[src/rtl/sram_ctrl_pkg.sv]
package sram_ctrl_pkg;

  typedef enum logic [2:0] {
    PH_IDLE = 3'd0,
    PH_RD   = 3'd1,
    PH_WSET = 3'd2,
    PH_WPUL = 3'd3,
    PH_WREC = 3'd4
  } phase_e;

  // Nanoseconds to whole clock cycles, rounding up; zero stays zero.
  function automatic int ns_to_cyc(input int ns, input int clk_ns);
    if (ns <= 0) return 0;
    return (ns + clk_ns - 1) / clk_ns;
  endfunction

  function automatic int imax(input int a, input int b);
    return (a > b) ? a : b;
  endfunction

endpackage

[src/rtl/sram_phase_seq.sv]
module sram_phase_seq
  import sram_ctrl_pkg::*;
#(
  parameter int RD_CYC  = 6,
  parameter int AS_CYC  = 0,
  parameter int WL_CYC  = 5,
  parameter int REC_CYC = 1,
  parameter int CNT_W   = 3
) (
  input  logic             clk,
  input  logic             rst,
  input  logic             start,
  input  logic             start_wr,
  output phase_e           phase_q,
  output phase_e           phase_d,
  output logic [CNT_W-1:0] cnt_q
);

  localparam logic [CNT_W-1:0] RD_LOAD  = CNT_W'(RD_CYC - 1);
  localparam logic [CNT_W-1:0] WL_LOAD  = CNT_W'(WL_CYC - 1);
  localparam logic [CNT_W-1:0] REC_LOAD = CNT_W'(REC_CYC - 1);

  logic [CNT_W-1:0] cnt_d;
  phase_e           wr_entry;
  logic [CNT_W-1:0] wr_load;
  logic             last;

  // The setup phase exists only when the address setup count is nonzero.
  generate
    if (AS_CYC > 0) begin : g_setup
      assign wr_entry = PH_WSET;
      assign wr_load  = CNT_W'(AS_CYC - 1);
    end else begin : g_nosetup
      assign wr_entry = PH_WPUL;
      assign wr_load  = WL_LOAD;
    end
  endgenerate

  assign last = (cnt_q == '0);

  always_comb begin
    phase_d = phase_q;
    cnt_d   = cnt_q - 1'b1;
    unique case (phase_q)
      PH_IDLE: begin
        cnt_d = cnt_q;
        if (start) begin
          if (start_wr) begin
            phase_d = wr_entry;
            cnt_d   = wr_load;
          end else begin
            phase_d = PH_RD;
            cnt_d   = RD_LOAD;
          end
        end
      end
      PH_RD: begin
        if (last) phase_d = PH_IDLE;
      end
      PH_WSET: begin
        if (last) begin
          phase_d = PH_WPUL;
          cnt_d   = WL_LOAD;
        end
      end
      PH_WPUL: begin
        if (last) begin
          phase_d = PH_WREC;
          cnt_d   = REC_LOAD;
        end
      end
      PH_WREC: begin
        if (last) phase_d = PH_IDLE;
      end
      default: begin
        phase_d = PH_IDLE;
        cnt_d   = '0;
      end
    endcase
  end

  always_ff @(posedge clk) begin
    if (rst) begin
      phase_q <= PH_IDLE;
      cnt_q   <= '0;
    end else begin
      phase_q <= phase_d;
      cnt_q   <= cnt_d;
    end
  end

endmodule

[src/rtl/sram_pin_regs.sv]
module sram_pin_regs
  import sram_ctrl_pkg::*;
#(
  parameter int ADDR_W = 16,
  parameter int DATA_W = 8
) (
  input  logic              clk,
  input  logic              rst,
  input  logic              start,
  input  phase_e            phase_q,
  input  phase_e            phase_d,
  input  logic [ADDR_W-1:0] req_addr,
  input  logic [DATA_W-1:0] req_wdata,
  output logic              ready,
  output logic              cs_n,
  output logic              oe_n,
  output logic              we_n,
  output logic [ADDR_W-1:0] addr,
  output logic [DATA_W-1:0] dq_out,
  output logic              dq_oe
);

  logic hold_cycle;

  // Data stays on the bus for the one cycle after write enable rises.
  assign hold_cycle = (phase_q == PH_WPUL) && (phase_d == PH_WREC);

  always_ff @(posedge clk) begin
    if (rst) begin
      ready <= 1'b1;
      cs_n  <= 1'b1;
      oe_n  <= 1'b1;
      we_n  <= 1'b1;
      dq_oe <= 1'b0;
    end else begin
      ready <= (phase_d == PH_IDLE);
      cs_n  <= (phase_d == PH_IDLE);
      oe_n  <= (phase_d != PH_RD);
      we_n  <= (phase_d != PH_WPUL);
      dq_oe <= (phase_d == PH_WPUL) || hold_cycle;
    end
  end

  // Address and write data registers carry no reset.
  always_ff @(posedge clk) begin
    if (start) begin
      addr   <= req_addr;
      dq_out <= req_wdata;
    end
  end

endmodule

[src/rtl/sram_rd_capture.sv]
module sram_rd_capture
  import sram_ctrl_pkg::*;
#(
  parameter int DATA_W   = 8,
  parameter int CNT_W    = 3,
  parameter int SAMPLE_AT = 0
) (
  input  logic              clk,
  input  logic              rst,
  input  phase_e            phase_q,
  input  logic [CNT_W-1:0]  cnt_q,
  input  logic [DATA_W-1:0] dq_in,
  output logic              resp_valid,
  output logic [DATA_W-1:0] resp_rdata
);

  logic rd_take;
  logic wr_done;

  assign rd_take = (phase_q == PH_RD)   && (cnt_q == CNT_W'(SAMPLE_AT));
  assign wr_done = (phase_q == PH_WREC) && (cnt_q == '0);

  always_ff @(posedge clk) begin
    if (rst) resp_valid <= 1'b0;
    else     resp_valid <= rd_take || wr_done;
  end

  always_ff @(posedge clk) begin
    if (rd_take) resp_rdata <= dq_in;
  end

endmodule

[src/rtl/sram_cycle_ctrl.sv]
module sram_cycle_ctrl
  import sram_ctrl_pkg::*;
#(
  parameter int ADDR_W  = 16,
  parameter int DATA_W  = 8,
  parameter int CLK_NS  = 10,
  parameter int T_RC_NS = 55,
  parameter int T_AA_NS = 55,
  parameter int T_CO_NS = 55,
  parameter int T_OE_NS = 25,
  parameter int T_WC_NS = 55,
  parameter int T_AS_NS = 0,
  parameter int T_WP_NS = 40,
  parameter int T_CW_NS = 45,
  parameter int T_AW_NS = 45
) (
  input  logic              clk,
  input  logic              rst,
  input  logic              req_valid,
  output logic              req_ready,
  input  logic              req_write,
  input  logic [ADDR_W-1:0] req_addr,
  input  logic [DATA_W-1:0] req_wdata,
  output logic              resp_valid,
  output logic [DATA_W-1:0] resp_rdata,
  output logic              sram_cs_n,
  output logic              sram_oe_n,
  output logic              sram_we_n,
  output logic [ADDR_W-1:0] sram_addr,
  output logic [DATA_W-1:0] sram_dq_out,
  output logic              sram_dq_oe,
  input  logic [DATA_W-1:0] sram_dq_in
);

  localparam int RC_CYC  = ns_to_cyc(T_RC_NS, CLK_NS);
  localparam int AA_CYC  = ns_to_cyc(T_AA_NS, CLK_NS);
  localparam int CO_CYC  = ns_to_cyc(T_CO_NS, CLK_NS);
  localparam int OE_CYC  = ns_to_cyc(T_OE_NS, CLK_NS);
  localparam int WC_CYC  = ns_to_cyc(T_WC_NS, CLK_NS);
  localparam int AS_CYC  = ns_to_cyc(T_AS_NS, CLK_NS);
  localparam int WP_CYC  = ns_to_cyc(T_WP_NS, CLK_NS);
  localparam int CW_CYC  = ns_to_cyc(T_CW_NS, CLK_NS);
  localparam int AW_CYC  = ns_to_cyc(T_AW_NS, CLK_NS);

  localparam int RD_WAIT = imax(imax(imax(AA_CYC, CO_CYC), OE_CYC), 1);
  localparam int RD_CYC  = imax(RC_CYC, RD_WAIT);
  localparam int WL_CYC  = imax(imax(imax(WP_CYC, CW_CYC - AS_CYC), AW_CYC - AS_CYC), 1);
  localparam int REC_CYC = imax(1, WC_CYC - AS_CYC - WL_CYC);
  localparam int MAX_CYC = imax(imax(RD_CYC, AS_CYC), imax(WL_CYC, REC_CYC));
  localparam int CNT_W   = imax(1, $clog2(MAX_CYC + 1));

  phase_e           phase_q;
  phase_e           phase_d;
  logic [CNT_W-1:0] cnt_q;
  logic             start;

  assign start = req_valid && req_ready;

  sram_phase_seq #(
    .RD_CYC (RD_CYC),
    .AS_CYC (AS_CYC),
    .WL_CYC (WL_CYC),
    .REC_CYC(REC_CYC),
    .CNT_W  (CNT_W)
  ) u_seq (
    .clk     (clk),
    .rst     (rst),
    .start   (start),
    .start_wr(req_write),
    .phase_q (phase_q),
    .phase_d (phase_d),
    .cnt_q   (cnt_q)
  );

  sram_pin_regs #(
    .ADDR_W(ADDR_W),
    .DATA_W(DATA_W)
  ) u_pins (
    .clk      (clk),
    .rst      (rst),
    .start    (start),
    .phase_q  (phase_q),
    .phase_d  (phase_d),
    .req_addr (req_addr),
    .req_wdata(req_wdata),
    .ready    (req_ready),
    .cs_n     (sram_cs_n),
    .oe_n     (sram_oe_n),
    .we_n     (sram_we_n),
    .addr     (sram_addr),
    .dq_out   (sram_dq_out),
    .dq_oe    (sram_dq_oe)
  );

  sram_rd_capture #(
    .DATA_W   (DATA_W),
    .CNT_W    (CNT_W),
    .SAMPLE_AT(RD_CYC - RD_WAIT)
  ) u_cap (
    .clk       (clk),
    .rst       (rst),
    .phase_q   (phase_q),
    .cnt_q     (cnt_q),
    .dq_in     (sram_dq_in),
    .resp_valid(resp_valid),
    .resp_rdata(resp_rdata)
  );

endmodule

[config.mk]
export PLATFORM = sky130hd
export DESIGN_NAME = sram_cycle_ctrl
export DESIGN_NICKNAME = d
export VERILOG_FILES = /design/src/rtl/sram_ctrl_pkg.sv /design/src/rtl/sram_phase_seq.sv /design/src/rtl/sram_pin_regs.sv /design/src/rtl/sram_rd_capture.sv /design/src/rtl/sram_cycle_ctrl.sv
export SDC_FILE = /design/constraint.sdc
export NUM_CORES = 1
export LEC_CHECK = 0
export ABC_AREA = 1
export CAP_MARGIN = 20
export CELL_PAD_IN_SITES_DETAIL_PLACEMENT = 1
export CELL_PAD_IN_SITES_GLOBAL_PLACEMENT = 1
export CORE_MARGIN = 10
export CORE_UTILIZATION = 49
export DETAILED_ROUTE_END_ITERATION = 6
export DONT_BUFFER_PORTS = 1
export GPL_TIMING_DRIVEN = 0
export PLACE_DENSITY = 0.9
export SYNTH_ARGS = -nofsm -noshare
export SYNTH_HDL_FRONTEND = slang
export SYNTH_SLANG_ARGS = --single-unit
[constraint.sdc]
create_clock -name clk -period 4.2 [get_ports clk]
set_input_delay 0.63 -clock clk [delete_from_list [all_inputs] [get_ports clk]]
set_output_delay 0.63 -clock clk [all_outputs]
set_load 0.05 [all_outputs]
# Word level (Yosys, flattened, before mapping)
# Cells that the tools add are included.
# totals
register_bits	43
inputBits	36
# classes
n_mux	11
add_sub_neg	1
eq_ne	9
reduce_logical	10
# ops
op	count
case mux 3 bit (4 select lines)	2
2-to-1 mux 3 bit	7
== test 3 x 2 -> 1 bit, second input constant	3
logical NOT 3 bit	3
== test 3 bit, second input constant	2
logical AND 1 bit	4
== test 3 x 1 -> 1 bit, second input constant	1
inequality test 3 x 1 -> 1 bit, second input constant	1
inequality test 3 x 2 -> 1 bit, second input constant	1
subtractor 3 x 1 -> 3 bit, second input constant	1
logical OR 1 bit	2
2-to-1 mux 2 bit	1
inequality test 2 bit, second input constant	1
OR reduction 2 bit	1
2-to-1 mux 1 bit	1

# Longest topological paths before layout
# logic_depth
ltp_word	6
ltp_mapped	10

# Modules after synthesis
# From an unflattened synthesis, not the netlist that was laid out.
# unflattened
cells_unflattened	125
hier_area_um2	1560.2
# modules_own_cells
mod	area_per_inst_um2	seq_area_each_um2	cells_each	instances
sram_pin_regs	870.8	800.8	44	1
sram_phase_seq	377.9	120.1	60	1
sram_rd_capture	304.0	260.2	19	1
sram_cycle_ctrl	7.5	0.0	2	1

# Worst setup path after synthesis
# OpenSTA, ideal clock, no wires.
# synth_path
path_kind	register to register
start	reg, netlist name u_pins.cs_n
end	reg u_seq.cnt_q[2]
setup_ns	0.070
path_stages_with_launch	7
synth_period_minus_slack_ns	1.796
arrival_time_ns	1.726
slack_ns	2.404
required_time_ns	4.130
cell_sequence	dfxtp_1 nand2_1 inv_1 nor2_1 inv_1 nand2_1 a21oi_1
# synth_lines
item	line_no	text
end signal: assignment	sram_phase_seq.sv:88	cnt_q <= cnt_d;
end: declaration	sram_phase_seq.sv:16	output logic [CNT_W-1:0] cnt_q

==> summary.md <==
| Metric | Value |
|---|---|
| RSZ-0062 raised after global routing | `false` |
| Post-DP HPWL | `2690 µm` |
| Fillers | `304` |
| CTS Buf Count | `5` |
| Clock latency on the worst-skew pair | `0.35 ns` |
| Sum of buffers and inverters on the critical path | `2` |
| Final routed wire length divided by cell count | `20.7 µm` |
| VDD IR max | `0.000363 V` |
| Synth cell count leaders | `32 x edfxtp_1, 23 x nand2_1, 11 x dfxtp_1, 11 x inv_1, 4 x nor2_1` |
| Post-synth ARST share | `0%` |
| Vias in the first global route | `935` |
| YS warnings | `0` |
| Pleak | `0.000634 µW` |
| Top_reg_cell synth | `edfxtp_1` |
| Total track usage | `11.6%` |
| Initial antenna violation count | `0` |
| ANT cells | `0` |
| Tmin final | `2.17 ns` |
| Syn-to-layout area delta | `9.22%` |
| Cell row count | `20` |
| # setup viols final | `0` |
| Crit start category | `flop` |
| Relative slew slack | `39.0%` |
| CP peak stage delay | `0.71 ns` |
| Critical path arrival | `2.45 ns` |
| Critical Path RT | `4.49 ns` |
| Worst setup startpoint | `u_pins.cs_n` |
| Critical path peak fanout | `26` |
| Syn Inst Count | `109` |
| RR Startpoint | `u_pins.cs_n` |
| Critical path's slowest cell | `inv_1` |
| Initial DRC count | `15` |
| Routability cong. | `0.758` |
| TritonCTS clock tree | `built` |
| Port Buffers | `0` |
| F_max | `462 MHz` |
| Min-delay src | `rst` |
| Setup bufs post-CTS | `0` |
| Worst slew pin tran | `0.914 ns` |
| IO Count | `74` |
| Die Width | `75.9 µm` |
| DRC | `0` |
| Core footprint | `3030 µm²` |
| Fin cells | `162` |
| Dpl cell area | `1590 µm²` |
| Drt first pass iters | `3` |
| Status | `complete, no violations` |
| Pins Over Slew Limit | `0` |
| CP delay by family, top | `buffers and inverters` |
| Synth cell types | `21` |
| Cell Chain, Critical Path | `nand2_1 > inv_1 > nor2_1 > inv_1 > nand2_1 > a21oi_1` |
| Tcrit/Tclk final | `51.6%` |
| Syn Nets | `147` |
| Clock Tree Buf Depth | `2` |
| Fin Clk Skew | `0.00940 ns` |
| Crit path capture type | `flop` |
| CTS Sinks | `43` |
| CTS HTree Levels | `2` |
| Average via count per standard cell | `5.12` |
| Antenna-violating nets left | `0` |
| Layout cells sized above 1 | `19.5%` |
| Synth area leaders | `edfxtp_1 63%, dfxtp_1 14%, nand2_1 5.6%` |
| Largest net degree at the start of global routing | `27` |
| Total Wirelength | `3360 µm` |
| Share of the synthesized area in the top cell type | `62.7%` |
| Proportion of synthesized chip area in sequential cells | `77.1%` |
| Nets@finish | `155` |
| Post-cts resize count | `0` |
| # hold bufs at CTS | `0` |
| Via count | `829` |
| Top-count cell post-synth | `edfxtp_1` |
| GR Overflow Total | `0` |
| EDFF count, synth | `32` |
| PwrDens | `726 nW/µm²` |
| Worst hold path type | `in2reg` |
| # placed instances | `153` |
| CTS root buffer | `clkbuf_4` |
| Endpoints failing hold | `0` |
| Final core occ | `55.3%` |
| First-pass GRT wire length | `5190 µm` |
| Clock Pin Slew Worst Setup and Hold Paths | `0.12 ns` |
| Die Y | `75.9 µm` |
| Crit Path Category | `reg2reg` |
| Mapped cell area | `1530 µm²` |
| Number of synthesized register bits | `43` |
| Die area | `5770 µm²` |
| Mean post-synth cell area | `14.1 µm²` |
| Cell area after layout | `1670 µm²` |
| Largest area contributor in the netlist | `edfxtp_1` |
| Initial core utilization | `50.6%` |
| Post-route setup TNS | `0 ns` |
| Max-cap violation count | `0` |
==> metal layers <==
| layer | track usage, % | share of wire (%) | up-vias |
|---|---|---|---|
| met5 | 0 | 0 | - |
| met2 | 19.3 | 49 | 56 |
| met3 | 8.25 | 11 | 8 |
| met4 | 3.79 | 1.6 | 0 |
| met1 | 11.1 | 39 | 387 |
| li1 | - | - | 378 |
==> cell usage in the layout, fill, tap and decap left out, types with 3 or more instances in the layout <==
cell and n:
nand2_2 3, inv_2 3, nor2_4 3, dfxtp_1 11, inv_1 11, clkbuf_4 5, nand2_1 23, nor2_1 4
nor3_1 3, edfxtp_1 32
==> power breakdown <==
part           internal, µW  total, µW  switching (µW)  leakage [µW]
clock network           125        249             124     0.0000452
logic                  67.2        210             143      0.000195
registers               541        756             215      0.000393
==> worst paths after layout <==
check / cells after the start / to / slack, ns
setup / recovery: 6 / u_seq.cnt_q[2] / 2.03
hold / removal: 1 / u_seq.cnt_q[0] / 0.33
setup reg to reg: 6 / u_seq.cnt_q[2] / 2.03
hold reg to reg: 2 / u_seq.cnt_q[1] / 0.49
==> worst reg2reg max path, delay by kind of cell (launching register included) <==
family          cells  cell delay [ns]
buf+inv             2             0.82
flops               1             0.69
simple gates        3             0.48
compound gates      1             0.11
==> area by class of cell <==
class	instances	area, µm²	share of cell area, %
plain buffers	1	7.51	0.448
repair buffers	1	5.00	0.299
clock buffers	5	37.5	2.24
multi-input cells	51	292	17.4
clock inverters	3	43.8	2.62
inverters	14	52.6	3.14
well taps	44	55.1	3.29
flip-flops and latches	43	1180	70.6
==> kinds of logic after synthesis <==
group | count (synthesis) | share of synthesized area (%)
buffers and inverters | 15 | 3.92
DFF | 43 | 77.1
xor gates and xnor gates | 1 | 0.572
adders and majority gates | 2 | 1.63
and+or+nand+nor | 43 | 15.0
AOI/OAI and AO/OA | 5 | 1.80
==> state kept, by name, indices dropped and copies added (netlist names) <==
name / count
u_cap.resp_rdata: 8
u_pins.addr: 16
u_pins.oe_n: 1
u_pins.cs_n: 1
u_cap.resp_valid: 1
u_seq.cnt_q: 3
u_seq.phase_q: 3
u_pins.dq_oe: 1
u_pins.dq_out: 8
u_pins.we_n: 1
==> stage by stage <==
| step | hold WS (ns) | worst slack, ns | total power (µW) |
|---|---|---|---|
| 2_1_floorplan | 0.438 | 2.40 | 917 |
| 3_3_place_gp | 0.448 | 2.19 | 952 |
| 3_5_place_dp | 0.478 | 2.05 | 975 |
| 4_1_cts | 0.314 | 2.01 | 1230 |
| 5_1_grt | 0.295 | 1.77 | 1280 |
| 6_report | 0.328 | 2.03 | 1220 |
(Power assumes the default switching activity.)
